===== src/rtl/useq_ctrl.sv =====
module useq_ctrl #(
  parameter int OPW = 8,
  parameter int UAW = 4,
  parameter int FW = 3,
  parameter int NG = 3,
  parameter bit HORIZ = 1'b0
) (
  input  logic                        clk,
  input  logic                        rst,
  input  logic [OPW-1:0]              opcode,
  output logic [NG*(2**FW-1)-1:0]     ctrl
);
  localparam int CPG = 2**FW - 1;
  localparam int NCTRL = NG * CPG;
  localparam int CW = NG * FW;
  localparam int BW = HORIZ ? NCTRL : CW;
  localparam int UW = BW + 2;
  localparam int UDEPTH = 2**UAW;
  localparam int NOP = 2**OPW;

  function automatic logic [CW+1:0] enc(input int d, input int l, input int o,
                                        input logic ef, input logic ee);
    logic [CW+1:0] w;
    w = '0;
    w[0] = ef;
    w[1] = ee;
    w[2 +: FW] = FW'(d);
    w[2+FW +: FW] = FW'(l);
    w[2+2*FW +: FW] = FW'(o);
    return w;
  endfunction

  function automatic logic [CW+1:0] prog(input int a);
    case (a)
      0:  return enc(1, 1, 0, 1'b0, 1'b0);
      1:  return enc(5, 2, 1, 1'b0, 1'b0);
      2:  return enc(4, 3, 0, 1'b0, 1'b0);
      3:  return enc(0, 0, 3, 1'b1, 1'b0);
      4:  return enc(2, 1, 0, 1'b0, 1'b0);
      5:  return enc(5, 2, 1, 1'b0, 1'b0);
      6:  return enc(4, 4, 0, 1'b0, 1'b1);
      7:  return enc(2, 1, 0, 1'b0, 1'b0);
      8:  return enc(5, 2, 1, 1'b0, 1'b0);
      9:  return enc(4, 4, 4, 1'b0, 1'b1);
      10: return enc(2, 1, 0, 1'b0, 1'b0);
      11: return enc(3, 2, 0, 1'b0, 1'b0);
      12: return enc(5, 0, 2, 1'b0, 1'b1);
      13: return enc(2, 5, 0, 1'b0, 1'b1);
      14: return enc(0, 0, 0, 1'b0, 1'b1);
      default: return '0;
    endcase
  endfunction

  function automatic logic [UW-1:0] to_word(input logic [CW+1:0] c);
    logic [UW-1:0] w;
    w = '0;
    w[1:0] = c[1:0];
    if (HORIZ) begin
      for (int g = 0; g < NG; g++)
        for (int k = 1; k <= CPG; k++)
          w[2 + g*CPG + k - 1] = (c[2 + g*FW +: FW] == FW'(k));
    end else begin
      w[CW+1:0] = c;
    end
    return w;
  endfunction

  function automatic int start_of(input int op);
    case (op)
      8'h40:   return 4;
      8'h41:   return 7;
      8'h42:   return 10;
      8'h43:   return 13;
      default: return 14;
    endcase
  endfunction

  logic [UW-1:0]  cmem [UDEPTH];
  logic [UAW-1:0] stab [NOP];

  initial begin
    for (int i = 0; i < UDEPTH; i++) cmem[i] = to_word(prog(i));
    for (int i = 0; i < NOP; i++) stab[i] = UAW'(start_of(i));
  end

  logic [UAW-1:0] upc;
  logic [UW-1:0]  uir;
  logic [UW-1:0]  cur;

  assign cur = cmem[upc];

  always_ff @(posedge clk) begin
    if (rst) begin
      upc <= '0;
      uir <= '0;
    end else begin
      uir <= cur;
      if (cur[1])      upc <= '0;
      else if (cur[0]) upc <= stab[opcode];
      else             upc <= upc + 1'b1;
    end
  end

  generate
    if (HORIZ) begin : g_horiz
      assign ctrl = uir[UW-1:2];
    end else begin : g_comb
      for (genvar g = 0; g < NG; g++) begin : g_grp
        for (genvar k = 1; k <= CPG; k++) begin : g_code
          assign ctrl[g*CPG + k - 1] = (uir[2 + g*FW +: FW] == FW'(k));
        end
      end
    end
  endgenerate
endmodule


===== config.mk =====
export PLATFORM = sky130hd
export DESIGN_NAME = useq_ctrl
export DESIGN_NICKNAME = d
export VERILOG_FILES = /design/src/rtl/useq_ctrl.sv
export SDC_FILE = /design/constraint.sdc
export NUM_CORES = 1
export LEC_CHECK = 0
export BUFFER_PORTS_ARGS = -buffer_cell sky130_fd_sc_hd__buf_2
export CAP_MARGIN = 15
export CORE_ASPECT_RATIO = 1.4
export CORE_MARGIN = 2
export CORE_UTILIZATION = 53
export CTS_BUF_LIST = sky130_fd_sc_hd__clkbuf_4
export DETAILED_ROUTE_END_ITERATION = 10
export HOLD_SLACK_MARGIN = 0.05
export PLACE_DENSITY = 0.81
export SLEW_MARGIN = 5
export SYNTH_ARGS = -nofsm -noshare
export SYNTH_HDL_FRONTEND = slang
export SYNTH_SLANG_ARGS = --single-unit

===== constraint.sdc =====
create_clock -name clk -period 2.98 [get_ports clk]
set_input_delay 0.596 -clock clk [delete_from_list [all_inputs] [get_ports clk]]
set_output_delay 0.596 -clock clk [all_outputs]
set_load 0.01 [all_outputs]

==> load_flow_metrics.sql, run 1 <==
INSERT INTO impl_metrics (metric_group, metric, value, unit) VALUES
('status', 'outcome', 'completed', ''),
('synth', 'main_combinational_cell_family_by_area_after_synthesis', 'simple AND/OR/NAND/NOR gates', ''),
('worst_setup_path', 'timing.critical_path.slowest_stage_cell', 'sky130_fd_sc_hd__or4b_4', ''),
('clock_network', 'tritoncts', 'built', ''),
('synth', 'postSynthRegisterBits', '24', ''),
('clock_network', 'clk_transition_reported_paths', '0.12', 'ns'),
('worst_setup_path', 'timing.critical_path.depth', '9', ''),
('synth', 'synth_compound_gate_area_share', '14.0', '%'),
('timing', 'worst_clock_skew', '0.00359', 'ns'),
('global_route', 'grt_overflow_total', '0', ''),
('route', 'detail_routed_via_count_per_cell', '5.72', ''),
('finish', 'layout.cells.most_common_list', '30 x sky130_fd_sc_hd__buf_2, 24 x sky130_fd_sc_hd__dfxtp_1, 9 x sky130_fd_sc_hd__nor3b_1, 9 x sky130_fd_sc_hd__nor2b_1, 8 x sky130_fd_sc_hd__and3b_1', ''),
('finish', 'post_route_cells_drive_above_1_share', '31.5', '%'),
('route', 'ant_nets', '0', ''),
('timing', 'timing.setup.tns', '0', 'ns'),
('synth', 'synthSimpleGateAreaFrac', '30.5', '%'),
('worst_setup_path', 'setup.worst_path.start_class', 'register', ''),
('clock_network', 'htree_num_levels', '1', ''),
('worst_hold_path', 'hp-start', 'cur[4]$_DFF_P_', ''),
('worst_setup_path', 'worst_reg_to_reg_cells', '9', ''),
('worst_setup_path', 'worst_ep_required_time', '3.22', 'ns'),
('worst_setup_path', 'regToRegStartpoint', 'cur[0]$_SDFF_PP0_', ''),
('route', 'residual_drc_count', '0', ''),
('synth', 'synthesized_netlist_cell_count', '115', ''),
('finish', 'area_growth_syn_to_layout', '20.5', '%'),
('flow_run', 'cap_violations', '0', ''),
('floorplanning', 'fp.coreArea', '0.00200', 'mm2'),
('clock_network', 'root_buffer', 'sky130_fd_sc_hd__clkbuf_4', ''),
('timing', 'max_slew_margin', '76.2', '%'),
('route', 'drt-pass1-iter-count', '4', ''),
('route', 'drt_wl_total', '2070', 'um'),
('timing', 'timing.final.setup_violations', '0', ''),
('route', 'detail_route.wl_per_cell', '12.2', 'um'),
('route', 'via_count', '973', ''),
('worst_setup_path', 'timing.reg2reg.setup_slack', '0.47', 'ns'),
('synth', 'synth.yosys.seq_area_share', '42.6', '%'),
('synth', 'synth.lib_cells_used.distinct', '39', ''),
('global_route', 'grt_max_degree', '15', ''),
('synth', 'syn_avg_cell_area', '9.80', 'um2'),
('worst_hold_path', 'holdPathEnd', 'uir[4]$_SDFF_PP0_', ''),
('finish', 'post_layout_nonfiller_instances', '170', ''),
('floorplanning', 'die_w', '43.0', 'um'),
('synth', 'syn-cell-area', '0.00113', 'mm2'),
('timing', 'tightestPinTransition', '0.356', 'ns'),
('power_and_ir_drop', 'power.density', '915', 'mW/mm2'),
('clock_network', 'cts_buffers', '3', ''),
('worst_setup_path', 'critical_path.max_stage_delay', '0.51', 'ns'),
('global_route', 'grt_pass1_wl', '3630', 'um'),
('synth', 'postSynth.asyncResetShare', '0', '%'),
('global_route', 'grt_antenna_before_repair', '0', ''),
('floorplanning', 'die-area', '0.00252', 'mm2'),
('synth', 'synth_edf_count', '0', ''),
('synth', 'synth_adder_area_share', '6.66', '%'),
('timing', 'min_period', '2.51', 'ns'),
('floorplanning', 'num_io_pins', '31', ''),
('worst_setup_path', 'setup.worst_path.start', 'cur[0]$_SDFF_PP0_', ''),
('timing', 'timing.final.crit_share', '84.3', '%'),
('timing', 'grt_setup_unrepaired', 'no', ''),
('finish', 'finish.net_count', '166', ''),
('synth', 'syn_nets', '131', ''),
('timing', 'whs', '0.450', 'ns'),
('global_route', 'grt_pass1_vias', '901', ''),
('timing', 'finalHoldViolations', '0', ''),
('worst_setup_path', 'r2r_end', 'cur[8]$_DFF_P_', ''),
('power_and_ir_drop', 'irDropWorstVdd', '0.594', 'mV'),
('worst_setup_path', 'nature_of_the_critical_path_endpoint', 'register', ''),
('worst_setup_path', 'timing_worst_setup_path_type', 'register to register', ''),
('floorplanning', 'initial_utilization', '56.5', '%'),
('timing', 'timing.fmax', '398', 'MHz'),
('clock_network', 'ctsLongestPathBuffers', '2', ''),
('worst_setup_path', 'arrival', '2.76', 'ns');
## where the power goes
group          switching [mW]  internal, mW  total, mW
clock network          0.0915         0.136      0.227
registers              0.0636         0.422      0.486
logic                   0.283         0.247      0.530
total                   0.438         0.805       1.24
## flip-flops by register name, summed over array words and instances, names as in the netlist
name  count
uir       9
upc       4
cur      11
## synthesized netlist by cell type, types with 2 or more instances
cell type / count / area, um2
sky130_fd_sc_hd__o221a_2: 2 / 22.5
sky130_fd_sc_hd__nand3_1: 3 / 15.0
sky130_fd_sc_hd__nor3b_1: 9 / 67.6
sky130_fd_sc_hd__and3b_1: 8 / 70.1
sky130_fd_sc_hd__nand2_1: 6 / 22.5
sky130_fd_sc_hd__ha_1: 6 / 75.1
sky130_fd_sc_hd__a21oi_1: 3 / 15.0
sky130_fd_sc_hd__and3_1: 5 / 31.3
sky130_fd_sc_hd__or3_1: 2 / 12.5
sky130_fd_sc_hd__nor2_1: 5 / 18.8
sky130_fd_sc_hd__inv_1: 6 / 22.5
sky130_fd_sc_hd__nor2b_1: 9 / 56.3
sky130_fd_sc_hd__o21ai_0: 2 / 10.0
sky130_fd_sc_hd__dfxtp_1: 24 / 480
## cell type report
cell class	instances	area [um2]
Clock buffer	3	22.5
Sequential cell	24	480
Multi-Input combinational cell	80	594
Clock inverter	1	30.0
Timing Repair Buffer	33	173
Fill cell	150	638
Inverter	8	32.5
Tap cell	21	26.3
## worst register-to-register path, delay by kind of cell (launching register included)
family	cells	cell delay (ns)
AO/OA/AOI/OAI	3	0.64
adder cells (fa/ha/maj)	1	0.21
buffers and inverters	1	0.17
flip-flops	1	0.45
AND/OR/NAND/NOR	4	1.00
## per-layer routing
layer	GRT usage [%]	wire length, um	up-vias
met1	19.0	799	458
li1	-	-	483
met5	0	0	-
met4	10.4	30	0
met2	35.1	1140	28
met3	2.15	105	4
## how the worst max path moves through the flow
stage	end	slack, ns
detailed placement	cur[5]$_DFF_P_	0.20
finish	cur[8]$_DFF_P_	0.47
CTS	cur[5]$_DFF_P_	0.49
global route	cur[8]$_DFF_P_	0.28
floorplan	cur[5]$_DFF_P_	0.34
global placement	cur[5]$_DFF_P_	0.24
## per-stage QoR
stage | setup WS, ns | utilization, % | total power, mW | instance area (um2)
after global routing | 0.277 | 68.0 | 1.34 | 1360
after CTS | 0.495 | 68.0 | 1.24 | 1360
after floorplan | 0.339 | - | 0.874 | 1130
final | 0.468 | 68.0 | 1.24 | 1360
after global placement | 0.238 | 65.4 | 0.985 | 1310
after detailed placement | 0.200 | 65.4 | 1.01 | 1310
## cells by family after synthesis
kind of cell    count (synthesis)
simple gates                   53
flops                          24
compound gates                 19
buf+inv                        11
fa+ha+maj                       6
xor+xnor                        2
Power figures use the tool's default switching activity.
==> run 2, diff against run 1 <==
--- a/config.mk
+++ b/config.mk
@@ -5,15 +5,16 @@
 export SDC_FILE = /design/constraint.sdc
 export NUM_CORES = 1
 export LEC_CHECK = 0
+export ABC_AREA = 1
 export BUFFER_PORTS_ARGS = -buffer_cell sky130_fd_sc_hd__buf_2
 export CAP_MARGIN = 15
 export CORE_ASPECT_RATIO = 1.4
 export CORE_MARGIN = 2
-export CORE_UTILIZATION = 53
+export CORE_UTILIZATION = 49
 export CTS_BUF_LIST = sky130_fd_sc_hd__clkbuf_4
 export DETAILED_ROUTE_END_ITERATION = 10
 export HOLD_SLACK_MARGIN = 0.05
-export PLACE_DENSITY = 0.81
+export PLACE_DENSITY = 0.77
 export SLEW_MARGIN = 5
 export SYNTH_ARGS = -nofsm -noshare
 export SYNTH_HDL_FRONTEND = slang
==> constraint.sdc (replaced) <==
create_clock -name clk -period 2.2 [get_ports clk]
set_input_delay 0.44 -clock clk [delete_from_list [all_inputs] [get_ports clk]]
set_output_delay 0.44 -clock clk [all_outputs]
set_load 0.01 [all_outputs]
==> run 2 against run 1 <==
  * Via count increased by 20%
  * Combinational power increased by 24%
  * Cell area increased by 6.9%
  * Critical path depth unchanged
  * First-iteration DRC count decreased by 26%
  * Critical path type unchanged
==> load_flow_metrics.sql, run 2 <==
INSERT INTO impl_metrics (metric_group, metric, value, unit) VALUES
('timing', 'timing.setup.tns', '0', 'ns'),
('finish', 'finish.net_count', '232', ''),
('synth', 'postSynthRegisterBits', '24', ''),
('worst_setup_path', 'regToRegStartpoint', 'upc[0]$_SDFF_PP0_', ''),
('worst_setup_path', 'setup.worst_path.start_class', 'register', ''),
('finish', 'fill_cells', '259', ''),
('worst_setup_path', 'timing.reg2reg.setup_slack', '0.31', 'ns'),
('floorplanning', 'initial_utilization', '52.6', '%'),
('timing', 'tightestPinTransition', '0.352', 'ns'),
('finish', 'mostFrequentLayoutCell', 'sky130_fd_sc_hd__nand2_1', ''),
('route', 'drt-pass1-iter-count', '4', ''),
('placement', 'place.gp.congestion', '0.879', ''),
('synth', 'synth_edf_count', '0', ''),
('clock_network', 'tritoncts', 'built', ''),
('clock_network', 'clk_transition_reported_paths', '0.12', 'ns'),
('global_route', 'grt_pass1_wl', '3830', 'um'),
('clock_network', 'tritoncts_num_sinks', '24', ''),
('route', 'starting_drt_drc_count', '20', ''),
('finish', 'largest_register_ffs', '11', ''),
('clock_network', 'root_buffer', 'sky130_fd_sc_hd__clkbuf_4', ''),
('synth', 'synth.yosys.seq_area_share', '37.8', '%'),
('finish', 'area.sequential', '480', 'um2'),
('power_and_ir_drop', 'totalPowerFinal', '1.49', 'mW'),
('flow_run', 'cap_violations', '0', ''),
('timing', 'max_slew_margin', '76.5', '%'),
('floorplanning', 'die_w', '47.0', 'um'),
('worst_setup_path', 'worst_reg_to_reg_cells', '9', ''),
('worst_setup_path', 'setup.worst_path.start', 'upc[0]$_SDFF_PP0_', ''),
('synth', 'dominantRegCellSynth', 'sky130_fd_sc_hd__dfxtp_1', ''),
('global_route', 'grt_antenna_before_repair', '0', ''),
('global_route', 'grt_overflow_total', '0', ''),
('finish', 'area_growth_syn_to_layout', '14.3', '%'),
('timing', 'finalHoldViolations', '0', ''),
('route', 'via_count', '1163', ''),
('synth', 'syn_nets', '200', ''),
('worst_setup_path', 'worstPathMaxFanout', '4', ''),
('route', 'detail_routed_via_count_per_cell', '4.69', ''),
('floorplanning', 'fp.dieH', '64.3', 'um'),
('timing', 'timing_max_transition_violations_final', '0', ''),
('floorplanning', 'fp.coreArea', '0.00242', 'mm2'),
('synth', 'synth_top_cells_by_area', 'sky130_fd_sc_hd__dfxtp_1 38%, sky130_fd_sc_hd__nand2_1 14%, sky130_fd_sc_hd__inv_1 11%', ''),
('worst_setup_path', 'arrival', '2.14', 'ns'),
('global_route', 'grt_use_total', '17.1', '%'),
('synth', 'postSynth.asyncResetShare', '0', '%'),
('route', 'detail_route.wl_per_cell', '9.24', 'um'),
('timing', 'timing.fmax', '529', 'MHz'),
('worst_setup_path', 'worstSetupEndpoint', 'cur[5]$_DFF_P_', ''),
('worst_setup_path', 'nature_of_the_critical_path_endpoint', 'register', ''),
('finish', 'insertedDiodeCount', '0', ''),
('global_route', 'grt_max_degree', '15', ''),
('timing', 'grt_setup_unrepaired', 'no', ''),
('placement', 'dp_hpwl', '1900', 'um'),
('synth', 'synth_top_cells_by_count', '48 x sky130_fd_sc_hd__nand2_1, 36 x sky130_fd_sc_hd__inv_1, 24 x sky130_fd_sc_hd__dfxtp_1', ''),
('clock_network', 'worstSkewPairLatency', '0.30', 'ns'),
('clock_network', 'post_cts_resize_count', '0', ''),
('synth', 'fraction_of_synthesized_cell_area_taken_by_the_top_area_cell_type', '37.8', '%'),
('clock_network', 'cts_buffers', '3', ''),
('global_route', 'grt_pass1_vias', '1049', ''),
('placement', 'io_buffer_count', '30', ''),
('finish', 'multi_input_logic_area', '618', 'um2'),
('status', 'outcome', 'completed', ''),
('power_and_ir_drop', 'static_leakage', '0.792', 'nW'),
('clock_network', 'cts.hold.buffers_added', '0', ''),
('synth', 'synthesized_netlist_cell_count', '184', ''),
('power_and_ir_drop', 'irDropWorstVdd', '0.529', 'mV'),
('clock_network', 'ctsLongestPathBuffers', '2', ''),
('clock_network', 'post_cts.repair.setup_buffers', '0', ''),
('finish', 'post_route_cells_drive_above_1_share', '18.7', '%'),
('route', 'residual_drc_count', '0', ''),
('synth', 'syn-cell-area', '0.00127', 'mm2'),
('synth', 'yosys.area.top_type', 'sky130_fd_sc_hd__dfxtp_1', ''),
('timing', 'worst_clock_skew', '0.00350', 'ns'),
('route', 'ant_nets', '0', ''),
('clock_network', 'htree_num_levels', '1', ''),
('power_and_ir_drop', 'power.density', '1020', 'mW/mm2'),
('worst_setup_path', 'worst_ep_required_time', '2.45', 'ns'),
('synth', 'synth_most_common_cell', 'sky130_fd_sc_hd__nand2_1', ''),
('timing', 'timing.final.setup_violations', '0', ''),
('worst_setup_path', 'timing_worst_setup_path_type', 'register to register', ''),
('synth', 'syn_avg_cell_area', '6.91', 'um2'),
('floorplanning', 'num_io_pins', '31', ''),
('finish', 'share_of_the_core_filled_with_cells', '60.1', '%'),
('route', 'drt_wl_total', '2290', 'um'),
('synth', 'synth.lib_cells_used.distinct', '18', ''),
('synth', 'ys_warn_count', '0', ''),
('worst_setup_path', 'r2r_end', 'cur[5]$_DFF_P_', ''),
('floorplanning', 'num_rows', '21', ''),
('floorplanning', 'die-area', '0.00302', 'mm2'),
('timing', 'min_period', '1.89', 'ns'),
('worst_hold_path', 'holdCritPathClass', 'register to register', ''),
('timing', 'timing.final.crit_share', '85.9', '%'),
('finish', 'layout.cells.most_common_list', '48 x sky130_fd_sc_hd__nand2_1, 36 x sky130_fd_sc_hd__inv_1, 30 x sky130_fd_sc_hd__buf_2', '');
-- run 2: cell count changes after synthesis, sizes merged, moves of 10 or more --
| cell | change |
|---|---|
| inv | +28 |
| nor3 | +19 |
| nand2 | +42 |
| nand3 | +10 |
| nor2 | +18 |
-- run 2: cell families after synthesis --
kind of cell / after synthesis / synth area share [%]
AND/OR/NAND/NOR: 111 / 41.3
buffers and inverters: 40 / 13.6
flip-flops: 24 / 37.8
adder cells (fa/ha/maj): 6 / 5.91
AO/OA/AOI/OAI: 3 / 1.38
-- run 2: worst max-delay path: stages, from the launching register on --
cell,delay (ns)
sky130_fd_sc_hd__dfxtp_1,0.41
sky130_fd_sc_hd__ha_1,0.25
sky130_fd_sc_hd__o21ai_1,0.21
sky130_fd_sc_hd__o21bai_1,0.24
sky130_fd_sc_hd__ha_1,0.33
sky130_fd_sc_hd__inv_1,0.12
sky130_fd_sc_hd__nand4_1,0.10
sky130_fd_sc_hd__nand2_1,0.07
sky130_fd_sc_hd__nand2_1,0.05
sky130_fd_sc_hd__nand2_1,0.06
-- run 2: per-stage QoR --
step                      instance area, um2  setup slack, ns  hold slack, ns  instances
after floorplan                         1270            0.491           0.388        184
after global placement                  1430            0.117           0.389        245
after detailed placement                1430            0.150           0.394        245
after CTS                               1450            0.309           0.410        248
after global routing                    1450            0.136           0.428        248
final                                   1450            0.310           0.409        248
-- run 2: where the power goes --
part | total (mW) | internal (mW) | switching, mW
registers | 0.650 | 0.568 | 0.0817
clock network | 0.178 | 0.0638 | 0.114
logic | 0.659 | 0.237 | 0.423
total | 1.49 | 0.869 | 0.618
-- run 2: final cells by class --
| type | instances | share of cell area, % |
|---|---|---|
| multi-input cells | 120 | 42.5 |
| clock buffers | 3 | 1.55 |
| flip-flops and latches | 24 | 33.1 |
| well taps | 34 | 2.93 |
| repair buffers | 30 | 10.3 |
| inverters | 37 | 9.56 |
-- run 2: how the worst min path moves through the flow --
stage / from / end / slack [ns] / depth (start not counted)
after floorplan: cur[10]$_SDFF_PP0_ / uir[10]$_SDFF_PP0_ / 0.39 / 2
after global placement: cur[7]$_DFF_P_ / uir[7]$_SDFF_PP0_ / 0.39 / 2
after detailed placement: cur[4]$_DFF_P_ / uir[4]$_SDFF_PP0_ / 0.39 / 2
after CTS: cur[4]$_DFF_P_ / uir[4]$_SDFF_PP0_ / 0.41 / 2
after global routing: cur[7]$_DFF_P_ / uir[7]$_SDFF_PP0_ / 0.43 / 2
final: cur[4]$_DFF_P_ / uir[4]$_SDFF_PP0_ / 0.41 / 2
-- run 2: routing by layer --
metal  track usage [%]  wire length, um  up-vias
li1                  -                -      626
met2              32.4             1230       35
met4              10.4               69        0
met5                 0                0        -
met1              15.0              892      494
met3              2.82              102        8
